<file path="config.mk">
export PLATFORM = sky130hd
export DESIGN_NAME = hwsem_unit
export DESIGN_NICKNAME = d
export VERILOG_FILES = /design/src/rtl/hwsem_pkg.sv /design/src/rtl/hwsem_lock.sv /design/src/rtl/hwsem_owner.sv /design/src/rtl/hwsem_rdport.sv /design/src/rtl/hwsem_unit.sv
export SDC_FILE = /design/constraint.sdc
export NUM_CORES = 1
export LEC_CHECK = 0
export ABC_AREA = 0
export BUFFER_PORTS_ARGS = -buffer_cell sky130_fd_sc_hd__buf_2
export CAP_MARGIN = 20
export CORE_MARGIN = 2
export CORE_UTILIZATION = 35
export DETAILED_ROUTE_END_ITERATION = 10
export PLACE_DENSITY_LB_ADDON = 0.08
export SYNTH_ARGS = -nofsm -noshare
export SYNTH_HDL_FRONTEND = slang
export SYNTH_HIERARCHICAL = 1
export SYNTH_SLANG_ARGS = --single-unit
</file>
<file path="constraint.sdc">
create_clock -name clk -period 1.3 [get_ports clk]
set_input_delay 0.13 -clock clk [delete_from_list [all_inputs] [get_ports clk]]
set_output_delay 0.13 -clock clk [all_outputs]
set_load 0.01 [all_outputs]
</file>
<file path="src/rtl/hwsem_pkg.sv">
package hwsem_pkg;

    // Lock holder encoding shared by both lock instances.
    typedef enum logic [1:0] {
        LK_FREE = 2'd0,
        LK_HOST = 2'd1,
        LK_FW   = 2'd2
    } lk_state_e;

    // Firmware ownership bit of resource r sits this far above the host bit.
    localparam int FW_SHIFT = 5;

endpackage

</file>
<file path="src/rtl/hwsem_lock.sv">
module hwsem_lock
    import hwsem_pkg::*;
(
    input  logic      clk,
    input  logic      rst,
    input  logic      host_take,
    input  logic      fw_take,
    input  logic      host_free,
    input  logic      fw_free,
    output lk_state_e state,
    output logic      held,
    output logic      host_rbit,
    output logic      fw_rbit
);

    lk_state_e state_q;
    lk_state_e state_d;

    // Next-state logic; firmware takes precedence on a free lock.
    always_comb begin
        state_d = state_q;
        unique case (state_q)
            LK_FREE: begin
                if (fw_take) begin
                    state_d = LK_FW;
                end else if (host_take) begin
                    state_d = LK_HOST;
                end
            end
            LK_HOST: begin
                if (host_free) begin
                    state_d = LK_FREE;
                end
            end
            LK_FW: begin
                if (fw_free) begin
                    state_d = LK_FREE;
                end
            end
            default: state_d = LK_FREE;
        endcase
    end

    always_ff @(posedge clk) begin
        if (rst) begin
            state_q <= LK_FREE;
        end else begin
            state_q <= state_d;
        end
    end

    // Outputs: the value each reader observes this cycle.
    always_comb begin
        state     = state_q;
        held      = (state_q != LK_FREE);
        fw_rbit   = (state_q != LK_FREE);
        host_rbit = (state_q != LK_FREE) | fw_take;
    end

endmodule

</file>
<file path="src/rtl/hwsem_owner.sv">
module hwsem_owner #(
    parameter int NRES    = 5,
    parameter int NVM_IDX = 3,
    localparam int NFW    = NRES - 1
) (
    input  logic            clk,
    input  logic            rst,
    input  logic            host_wen,
    input  logic            fw_wen,
    input  logic [NRES-1:0] host_req,
    input  logic [NFW-1:0]  fw_req,
    input  logic            flash_busy,
    output logic [NRES-1:0] host_own,
    output logic [NFW-1:0]  fw_own
);

    for (genvar r = 0; r < NRES; r++) begin : g_res
        logic host_q;
        logic hw_block;
        logic partner;

        assign hw_block    = (r == NVM_IDX) ? flash_busy : 1'b0;
        assign host_own[r] = host_q;

        if (r < NFW) begin : g_pair
            logic fw_q;
            assign partner   = fw_q;
            assign fw_own[r] = fw_q;

            always_ff @(posedge clk) begin
                if (rst) begin
                    fw_q <= 1'b0;
                end else if (fw_wen) begin
                    fw_q <= fw_req[r] & (fw_q | (~host_q & ~hw_block));
                end
            end
        end else begin : g_solo
            // Management resource: no firmware partner bit.
            assign partner = 1'b0;
        end

        always_ff @(posedge clk) begin
            if (rst) begin
                host_q <= 1'b0;
            end else if (host_wen) begin
                host_q <= host_req[r] & (host_q | (~partner & ~hw_block));
            end
        end
    end

endmodule

</file>
<file path="src/rtl/hwsem_rdport.sv">
module hwsem_rdport #(
    parameter int DW       = 32,
    parameter int AW       = 2,
    parameter int ADDR_DRV = 0,
    parameter int ADDR_OWN = 1,
    localparam int LOCK_POS = DW - 1
) (
    input  logic          clk,
    input  logic          rst,
    input  logic          rd,
    input  logic [AW-1:0] addr,
    input  logic          drv_bit,
    input  logic          reg_bit,
    input  logic [DW-1:0] own_img,
    output logic [DW-1:0] rdata
);

    logic [DW-1:0] mux_d;
    logic [DW-1:0] rdata_q;

    always_comb begin
        mux_d = '0;
        if (addr == AW'(ADDR_DRV)) begin
            mux_d[0] = drv_bit;
        end else if (addr == AW'(ADDR_OWN)) begin
            mux_d           = own_img;
            mux_d[LOCK_POS] = reg_bit;
        end
    end

    always_ff @(posedge clk) begin
        if (rst) begin
            rdata_q <= '0;
        end else if (rd) begin
            rdata_q <= mux_d;
        end
    end

    assign rdata = rdata_q;

endmodule

</file>
<file path="src/rtl/hwsem_unit.sv">
module hwsem_unit
    import hwsem_pkg::*;
#(
    parameter int DW        = 32,
    parameter int AW        = 2,
    parameter int NRES      = 5,
    parameter int NVM_IDX   = 3,
    parameter int FLASH_POS = 10
) (
    input  logic          clk,
    input  logic          rst,
    input  logic          host_rd,
    input  logic          host_wr,
    input  logic [AW-1:0] host_addr,
    input  logic [DW-1:0] host_wdata,
    output logic [DW-1:0] host_rdata,
    input  logic          fw_rd,
    input  logic          fw_wr,
    input  logic [AW-1:0] fw_addr,
    input  logic [DW-1:0] fw_wdata,
    output logic [DW-1:0] fw_rdata,
    input  logic          flash_busy,
    output logic          sem_err
);

    localparam int NFW      = NRES - 1;
    localparam int LOCK_POS = DW - 1;
    localparam int ADDR_DRV = 0;
    localparam int ADDR_OWN = 1;

    // Qualified strobes: a write on a port masks its read.
    logic host_rdq, fw_rdq;
    logic host_at_drv, host_at_own, fw_at_drv, fw_at_own;

    assign host_rdq    = host_rd & ~host_wr;
    assign fw_rdq      = fw_rd & ~fw_wr;
    assign host_at_drv = (host_addr == AW'(ADDR_DRV));
    assign host_at_own = (host_addr == AW'(ADDR_OWN));
    assign fw_at_drv   = (fw_addr == AW'(ADDR_DRV));
    assign fw_at_own   = (fw_addr == AW'(ADDR_OWN));

    // Driver lock
    lk_state_e drv_state;
    logic      drv_held, drv_host_rbit, drv_fw_rbit;

    hwsem_lock u_drv (
        .clk       (clk),
        .rst       (rst),
        .host_take (host_rdq & host_at_drv),
        .fw_take   (fw_rdq & fw_at_drv),
        .host_free (host_wr & host_at_drv & ~host_wdata[0]),
        .fw_free   (fw_wr & fw_at_drv & ~fw_wdata[0]),
        .state     (drv_state),
        .held      (drv_held),
        .host_rbit (drv_host_rbit),
        .fw_rbit   (drv_fw_rbit)
    );

    // Register lock (guards the ownership register)
    lk_state_e reg_state;
    logic      reg_held, reg_host_rbit, reg_fw_rbit;

    hwsem_lock u_reg (
        .clk       (clk),
        .rst       (rst),
        .host_take (host_rdq & host_at_own),
        .fw_take   (fw_rdq & fw_at_own),
        .host_free (host_wr & host_at_own & ~host_wdata[LOCK_POS]),
        .fw_free   (fw_wr & fw_at_own & ~fw_wdata[LOCK_POS]),
        .state     (reg_state),
        .held      (reg_held),
        .host_rbit (reg_host_rbit),
        .fw_rbit   (reg_fw_rbit)
    );

    // Ownership bits
    logic            host_own_wen, fw_own_wen;
    logic [NRES-1:0] host_own;
    logic [NFW-1:0]  fw_own;

    assign host_own_wen = host_wr & host_at_own & (reg_state == LK_HOST);
    assign fw_own_wen   = fw_wr & fw_at_own & (reg_state == LK_FW);

    hwsem_owner #(
        .NRES    (NRES),
        .NVM_IDX (NVM_IDX)
    ) u_own (
        .clk        (clk),
        .rst        (rst),
        .host_wen   (host_own_wen),
        .fw_wen     (fw_own_wen),
        .host_req   (host_wdata[NRES-1:0]),
        .fw_req     (fw_wdata[FW_SHIFT +: NFW]),
        .flash_busy (flash_busy),
        .host_own   (host_own),
        .fw_own     (fw_own)
    );

    // Sticky error for ownership writes without the register lock
    logic err_q, err_hit;

    assign err_hit = (host_wr & host_at_own & (reg_state != LK_HOST))
                   | (fw_wr & fw_at_own & (reg_state != LK_FW));

    always_ff @(posedge clk) begin
        if (rst) begin
            err_q <= 1'b0;
        end else if (err_hit) begin
            err_q <= 1'b1;
        end
    end

    assign sem_err = err_q;

    // Ownership image seen by readers (lock bit merged in the read port)
    logic [DW-1:0] own_img;

    always_comb begin
        own_img                   = '0;
        own_img[NRES-1:0]         = host_own;
        own_img[FW_SHIFT +: NFW]  = fw_own;
        own_img[FLASH_POS]        = flash_busy;
    end

    hwsem_rdport #(
        .DW       (DW),
        .AW       (AW),
        .ADDR_DRV (ADDR_DRV),
        .ADDR_OWN (ADDR_OWN)
    ) u_host_rd (
        .clk     (clk),
        .rst     (rst),
        .rd      (host_rdq),
        .addr    (host_addr),
        .drv_bit (drv_host_rbit),
        .reg_bit (reg_host_rbit),
        .own_img (own_img),
        .rdata   (host_rdata)
    );

    hwsem_rdport #(
        .DW       (DW),
        .AW       (AW),
        .ADDR_DRV (ADDR_DRV),
        .ADDR_OWN (ADDR_OWN)
    ) u_fw_rd (
        .clk     (clk),
        .rst     (rst),
        .rd      (fw_rdq),
        .addr    (fw_addr),
        .drv_bit (drv_fw_rbit),
        .reg_bit (reg_fw_rbit),
        .own_img (own_img),
        .rdata   (fw_rdata)
    );

endmodule

</file>
## Word-level counts from Yosys, hierarchy flattened

Index checks and enable logic that the tools add are counted.

| word-level totals | value |
|---|---|
| logic and storage cells | 106 |
| output and inout bits | 65 |
| bits in registers | 78 |
| input bits | 75 |

| cells by class | value |
|---|---|
| bitwise operators | 54 |
| eq/ne operators | 14 |
| mux-type cells | 16 |
| reduce and logical (&&, ||, !) cells | 8 |

Operators with widths:

| kind | number |
|---|---|
| 32-bit 2-to-1 mux | 2 |
| 31-bit 2-to-1 mux | 2 |
| 1-bit bitwise AND | 28 |
| 2-bit 2-to-1 mux | 8 |
| 1-bit inverter | 15 |
| 2-bit one-hot mux with 3 select lines | 2 |
| 1-bit OR | 11 |
| 2-bit by 1-bit inequality test with 1-bit output, second input constant | 5 |
| 2-bit by 1-bit == test with 1-bit output, second input constant | 4 |
| 2-bit logical NOT | 4 |
| 3-bit by 1-bit inequality test with 1-bit output, second input constant | 2 |
| 3-bit AND reduction | 2 |
| 2-bit == test, second input constant | 2 |
| 2-bit nonzero test | 2 |
| 1-bit 2-to-1 mux | 2 |
| 2-bit inequality test, second input constant | 1 |

## Depth between registers and ports, before layout

Gate-level depths: netlist of the first run.

| logic depth | value |
|---|---|
| depth in word-level cells | 6 |
| mapped depth | 5 |
| depth with buffers taken out | 5 |

## Cells and area by module

Netlist of the first run, hierarchy kept.

By module, submodules not included:

| module | times used | cells each | seq. area each (um^2) | area each (um^2) |
|---|---|---|---|---|
| hwsem_rdport | 2 | 75 | 640.6 | 1013.5 |
| hwsem_owner | 1 | 54 | 180.2 | 474.2 |
| hwsem_lock | 2 | 11 | 40.0 | 110.1 |
| hwsem_unit | 1 | 23 | 20.0 | 160.2 |

## Worst setup path after synthesis of the first run

Ideal clock, no wire load.

| timing | value |
|---|---|
| path type | reg2reg |
| start point | register u_reg.state_q[0] (netlist: u_reg/state[0]) |
| end point | register u_own.g_res[3].g_pair.fw_q |
| slack | -0.102 ns |
| cell stages (with the launch flop) | 5 |
| setup time | 0.086 ns |
| arrival | 1.316 ns |
| period minus slack after synthesis | 1.402 ns |
| cells stage by stage | dfxtp_1 -> nand2b_1 -> nor2_1 -> or3b_1 -> a221oi_2 |

| on the way | value |
|---|---|
| cells in the longest elaborated chain, start to end | 2 |

RTL lines:

| element | RTL line | RTL |
|---|---|---|
| start, declared | hwsem_lock.sv:16 | `lk_state_e state_q;` |
| start signal, assigned | hwsem_lock.sv:48 | `state_q <= state_d;` |
| 2-bit == test | hwsem_unit.sv:82 | `assign fw_own_wen = fw_wr & fw_at_own & (reg_state == LK_FW);` |
| 1-bit bitwise AND | hwsem_unit.sv:82 |  |
| via fw_own_wen | hwsem_unit.sv:77 | `logic host_own_wen, fw_own_wen;` |
| end signal, assigned | hwsem_owner.sv:34 | `fw_q <= fw_req[r] & (fw_q \| (~host_q & ~hw_block));` |
| end, declared | hwsem_owner.sv:26 | `logic fw_q;` |

The timed path passes the listed nets, and every way through them passes these cells.
A chain may end at the register's enable or synchronous reset.

## Final worst setup path of the first run

Same ends and word-level chain as after synthesis.

==> flow_metrics.tcl, run 1 <==
set metrics [dict create \
    cts_buffers 9 \
    dp_hpwl_mm 4.49 \
    netlist_area_um2 2870 \
    p_leak_uw 0.00184 \
    crit_fanout 7 \
    ant_nets 0 \
    rsz0062_at_grt "true" \
    drv_slew 0 \
    max_stage_delay_ns 0.38 \
    cts_root_buf "clkbuf_8" \
    clock_skew_ns 0.00444 \
    slowest_stage "or3b_1" \
    ios 140 \
    globalplace.congestion 0.685 \
    powerDensity_nw_per_um2 1170 \
    hp-class "primary input to flop" \
    cts_sinks 78 \
    vias 2217 \
    die_height_um 94.5 \
    finalSetupTns_ns -0.0259 \
    fin_util_pct 47.9 \
    intPower_uw 3460 \
    worst_ep_arrival_time_ns 1.59 \
    via_per_inst 4.44 \
    drt_wl_total_mm 6.64 \
    port_buffers 87 \
    netlist_instances 247 \
    dr.first_iter.drc_count 50 \
    power_switching_uw 1070 \
    path_class "flop to flop" \
    path_cells "nand2b_4 > nor2_4 > or3b_1 > a221oi_2" \
    path_clk_slew_ns 0.08 \
    timing.fmax_mhz 754 \
    drive_gt1_share_pct 39.1 \
    post-route-period-util_pct 102 \
    p_clk_share_pct 39.0 \
    antennaDiodeCount 0 \
    regArea_um2 1570 \
    fin_nets 464 \
    synth_warnings 6 \
    grt_use_total_pct 15.7 \
    drc 0 \
    cts_tree "built" \
    nFillCells 807 \
    clk_path_buf_depth 2 \
    start_util_pct 35.4 \
    syn_area_per_cell_um2 11.6 \
    std_cell_rows 33 \
    grt_pass1_vias 2084 \
    comb_power_share_pct 7.1 \
    holdBufCountCts 0 \
    ir_drop_mv 0.513 \
    final-setup-viol-count 1 \
    multi_input_area_um2 1260 \
    die_w_um 94.5 \
    switching_share_pct 23.7 \
    layout_common_cells "buf_2 (87), dfxtp_1 (76), a22o_1 (60), conb_1 (42), buf_4 (24)" \
    cp-start-kind "flop" \
    grt_pass1_wl_mm 10.6 \
    dieArea_um2 8930 \
    cp_data_required_time_ns 1.56 \
    violations "setup timing" \
    drv_cap 0 \
    final_common_cell "buf_2" \
    htreeDepth 3 \
    core_area_um2 8090 \
    area_growth_pct 35.3 \
    grt_start_max_net_pins 23 \
    min_period_ns 1.33 \
    outcome "complete, but fails checks" \
    clk_latency_ns 0.34 \
    place_ws_ns -0.0743 \
    sequentialPowerShare_pct 53.9 \
    drt-pass1-iter-count 4 \
    antenna_found_initial 1 \
    cp-end-kind "flop" \
    fin_ws_ns -0.0259 \
    hold_viol 0 \
    gr-total-overflow 0 \
    wl_per_cell_um 13.3 \
]
## per-layer routing
metal	global-route usage, %	part of all wire, %	vias to the layer above	routed length [um]
met3	5.59	6.5	6	435
met4	6.52	1.0	2	68
met1	22.2	50	1004	3310
met5	0	0.20	-	13
met2	21.7	42	57	2820
li1	-	-	1148	-
## power by group through the flow
stage | logic (uW) | clock network, uW | registers (uW)
final | 323 | 1770 | 2440
after global routing | 358 | 1950 | 2450
after CTS | 318 | 1850 | 2440
after detailed placement | 316 | 0 | 2500
after global placement | 315 | 0 | 2500
after floorplan | 150 | 0 | 2510
## final cells by class
type                    count  share of cell area (%)
repair buffers            113                    16.9
clock inverters             6                    1.58
well taps                 105                    3.39
inverters                  19                    1.84
multi-input cells         168                    32.6
flip-flops and latches     78                    40.4
clock buffers              10                    3.29
## worst paths after layout
check | slack (ns) | cells after the start | startpoint | endpoint
setup reg to reg | -0.03 | 4 | u_reg/state[0] | u_own/g_res[3].g_pair.fw_q
hold / removal | 0.03 | 3 | host_wdata[4] | u_own/g_res[4].host_q
hold reg to reg | 0.47 | 1 | u_fw_rd/rdata[28] | u_fw_rd/rdata[28]
setup / recovery | -0.03 | 4 | u_reg/state[0] | u_own/g_res[3].g_pair.fw_q
## worst max-delay path, delay by kind of cell (launching register included)
kind | cells | cell delay [ns]
AOI/OAI and AO/OA | 1 | 0.21
and+or+nand+nor | 3 | 0.69
DFF | 1 | 0.35
## metrics by stage
step | instances | instance area [um^2] | hold WS, ns | power, uW
after floorplan | 288 | 3040 | 0.187 | 2660
after global placement | 481 | 3640 | 0.364 | 2810
after detailed placement | 481 | 3640 | 0.370 | 2810
after CTS | 497 | 3840 | 0.0116 | 4610
after global routing | 499 | 3880 | 0.0154 | 4760
final | 499 | 3880 | 0.0285 | 4530
## sequential cells by signal, summed over array words and instances (netlist names)
register,cells
sem_err,1
u_drv/state,2
u_fw_rd/rdata,32
u_host_rd/rdata,32
u_own/g_res.g_pair.fw_q,4
u_own/g_res.host_q,5
u_reg/state,2
## what timing repair did
item | 4_1_cts | 5_1_grt
setup endpoints to repair | 4 | 8
pin swaps | 1 | 2
gates resized for setup | 2 | 6
hold endpoints to repair | 0 | 0
setup buffers | 0 | 2
Note: power is estimated with default switching activity, not from simulation.
==> inputs of run 2 (changes only) <==
- BUFFER_PORTS_ARGS: -buffer_cell sky130_fd_sc_hd__buf_2 -> unset
- DONT_BUFFER_PORTS: unset -> 1
==> run 2 against run 1 <==
  * The run ends with hold timing, setup timing left
  * Worst hold slack lost 0.19 ns
  * Wire length down 3.9%
  * Cell area down 12%
  * Utilization is 5.9 points lower
  * Fmax shrank 0.38%
  * Sequential share of layout area grew 5.7 points
  * Worst setup slack worse by 0.0050 ns
  * Clock power up 6%
  * First-iteration DRC count grew 64%
  * Sequential power about the same
  * Die area stayed put
  * Critical endpoint is now u_own/g_res[3].host_q
  * Highest routed layer is now met4
==> flow_metrics.tcl, run 2 (same netlist as run 1, synthesis figures left out) <==
set metrics [dict create \
    die_w_um 94.5 \
    cp_data_required_time_ns 1.56 \
    cts_root_buf "clkbuf_8" \
    ir_drop_mv 0.572 \
    dp_hpwl_mm 4.32 \
    cts_buffers 9 \
    multi_input_area_um2 1260 \
    holdBufCountCts 1 \
    path_class "flop to flop" \
    die_height_um 94.5 \
    worst_hold_path.endpoint "u_drv/state[0]" \
    grt_use_total_pct 15.0 \
    outcome "complete, but fails checks" \
    min_from "rst" \
    antenna_found_initial 0 \
    final_cells 406 \
    cp-start-kind "flop" \
    hold_viol 16 \
    drive_gt1_share_pct 20.3 \
    drv_slew 0 \
    rrSetupSlack_ns -0.03 \
    port_buffers 0 \
    ant_nets 0 \
    vias 1898 \
    min_period_ns 1.33 \
    grt_start_max_net_pins 23 \
    cts_tree "built" \
    violations "hold timing, setup timing" \
    dp.cells 387 \
    ios 140 \
    dieArea_um2 8930 \
    power_uw 4530 \
    clk_latency_ns 0.35 \
    timing.fmax_mhz 751 \
    worst_ep_arrival_time_ns 1.59 \
    regArea_um2 1570 \
    area_growth_pct 18.7 \
    p_leak_uw 0.00136 \
    nFillCells 796 \
    fin_nets 371 \
    max_stage_delay_ns 0.39 \
    hp-class "primary input to flop" \
    crit_buf_inv 0 \
    r2r_cells 4 \
    layout_common_cells "dfxtp_1 (76), a22o_1 (60), conb_1 (42), inv_1 (19), buf_4 (18)" \
    core_area_um2 8090 \
    powerDensity_nw_per_um2 1330 \
    worstReg2RegEnd "u_own/g_res[3].host_q" \
    htreeDepth 3 \
    crit_family "simple AND/OR/NAND/NOR gates" \
    design_area_um2 3400 \
    gr-total-overflow 0 \
    crit_fanout 5 \
    path_clk_slew_ns 0.08 \
    std_cell_rows 33 \
    start_util_pct 35.4 \
    fin_hold_ws_ns -0.166 \
    cts_sinks 78 \
    post-route-period-util_pct 102 \
    grt_pass1_wl_mm 10.1 \
    finalSetupTns_ns -0.0426 \
    holdPathStages 1 \
    slowest_stage "or3b_4" \
    path_cells "nand2b_4 > nor2_4 > or3b_4 > a221oi_2" \
    drt-pass1-iter-count 4 \
    globalplace.congestion 0.734 \
    clk_path_buf_depth 2 \
    grt_pass1_vias 1865 \
    clock_skew_ns 0.00583 \
    via_per_inst 4.67 \
    rsz0062_at_grt "true" \
    final_common_cell "dfxtp_1" \
    fin_ws_ns -0.0309 \
    drv_cap 0 \
    wl_per_cell_um 15.7 \
    drt_wl_total_mm 6.38 \
    drc 0 \
    r2r-start "u_reg/state[1]" \
    dr.first_iter.drc_count 82 \
    cp-end-kind "flop" \
    antennaDiodeCount 0 \
    dpl_cell_area_um2 3140 \
    final-setup-viol-count 2 \
]
-- run 2: through the flow --
step,util [%],setup slack (ns)
floorplan,-,-0.0141
global placement,38.8,-0.0768
detailed placement,38.8,-0.0772
CTS,41.6,-0.0539
global route,42.0,-0.0779
finish,42.0,-0.0309
-- run 2: report_power, final --
group / switching, uW / internal (uW)
logic: 108 / 93.9
clock network: 918 / 949
registers: 40.2 / 2420
total: 1070 / 3460
-- run 2: layout make-up --
type                       count  share of cell area [%]
clock buffer                  10                    4.05
clock inverter                 6                    2.02
inverter                      19                    2.10
multi-input combinational    168                    37.1
sequential                    78                    46.0
tap                          105                    3.86
timing repair buffer          20                    4.85
-- run 2: worst register-to-register path, delay by kind of cell, from the launching register on --
kind	cells	cell delay, ns
compound gates	1	0.22
flops	1	0.37
simple gates	3	0.67
-- run 2: timing repair --
| action | in CTS | in global routing |
|---|---|---|
| resized for setup | 3 | 4 |
| hold endpoints to repair | 18 | 16 |
| pin swaps | 1 | 3 |
| setup buffers | 0 | 2 |
| setup endpoints to repair | 6 | 5 |
-- run 2: worst max path at each step --
stage,start,end,slack (ns),depth (start not counted)
2_1_floorplan,u_reg/state[1],u_own/g_res[3].host_q,-0.01,5
3_3_place_gp,u_reg/state[0],u_own/g_res[3].g_pair.fw_q,-0.08,4
3_5_place_dp,u_reg/state[0],u_own/g_res[3].g_pair.fw_q,-0.08,4
4_1_cts,u_reg/state[0],u_own/g_res[3].g_pair.fw_q,-0.05,4
5_1_grt,u_reg/state[0],u_own/g_res[3].g_pair.fw_q,-0.08,4
6_report,u_reg/state[1],u_own/g_res[3].host_q,-0.03,4
-- run 2: layer usage --
layer  share of wire, %  routed length [um]  global-route usage (%)  vias to the layer above
met3                7.2                 462                    6.23                        8
li1                   -                   -                       -                      962
met4                1.3                  82                    5.80                        0
met2                 44                2840                    21.5                       59
met1                 47                3000                    20.0                      869
met5                  0                   0                       0                        -
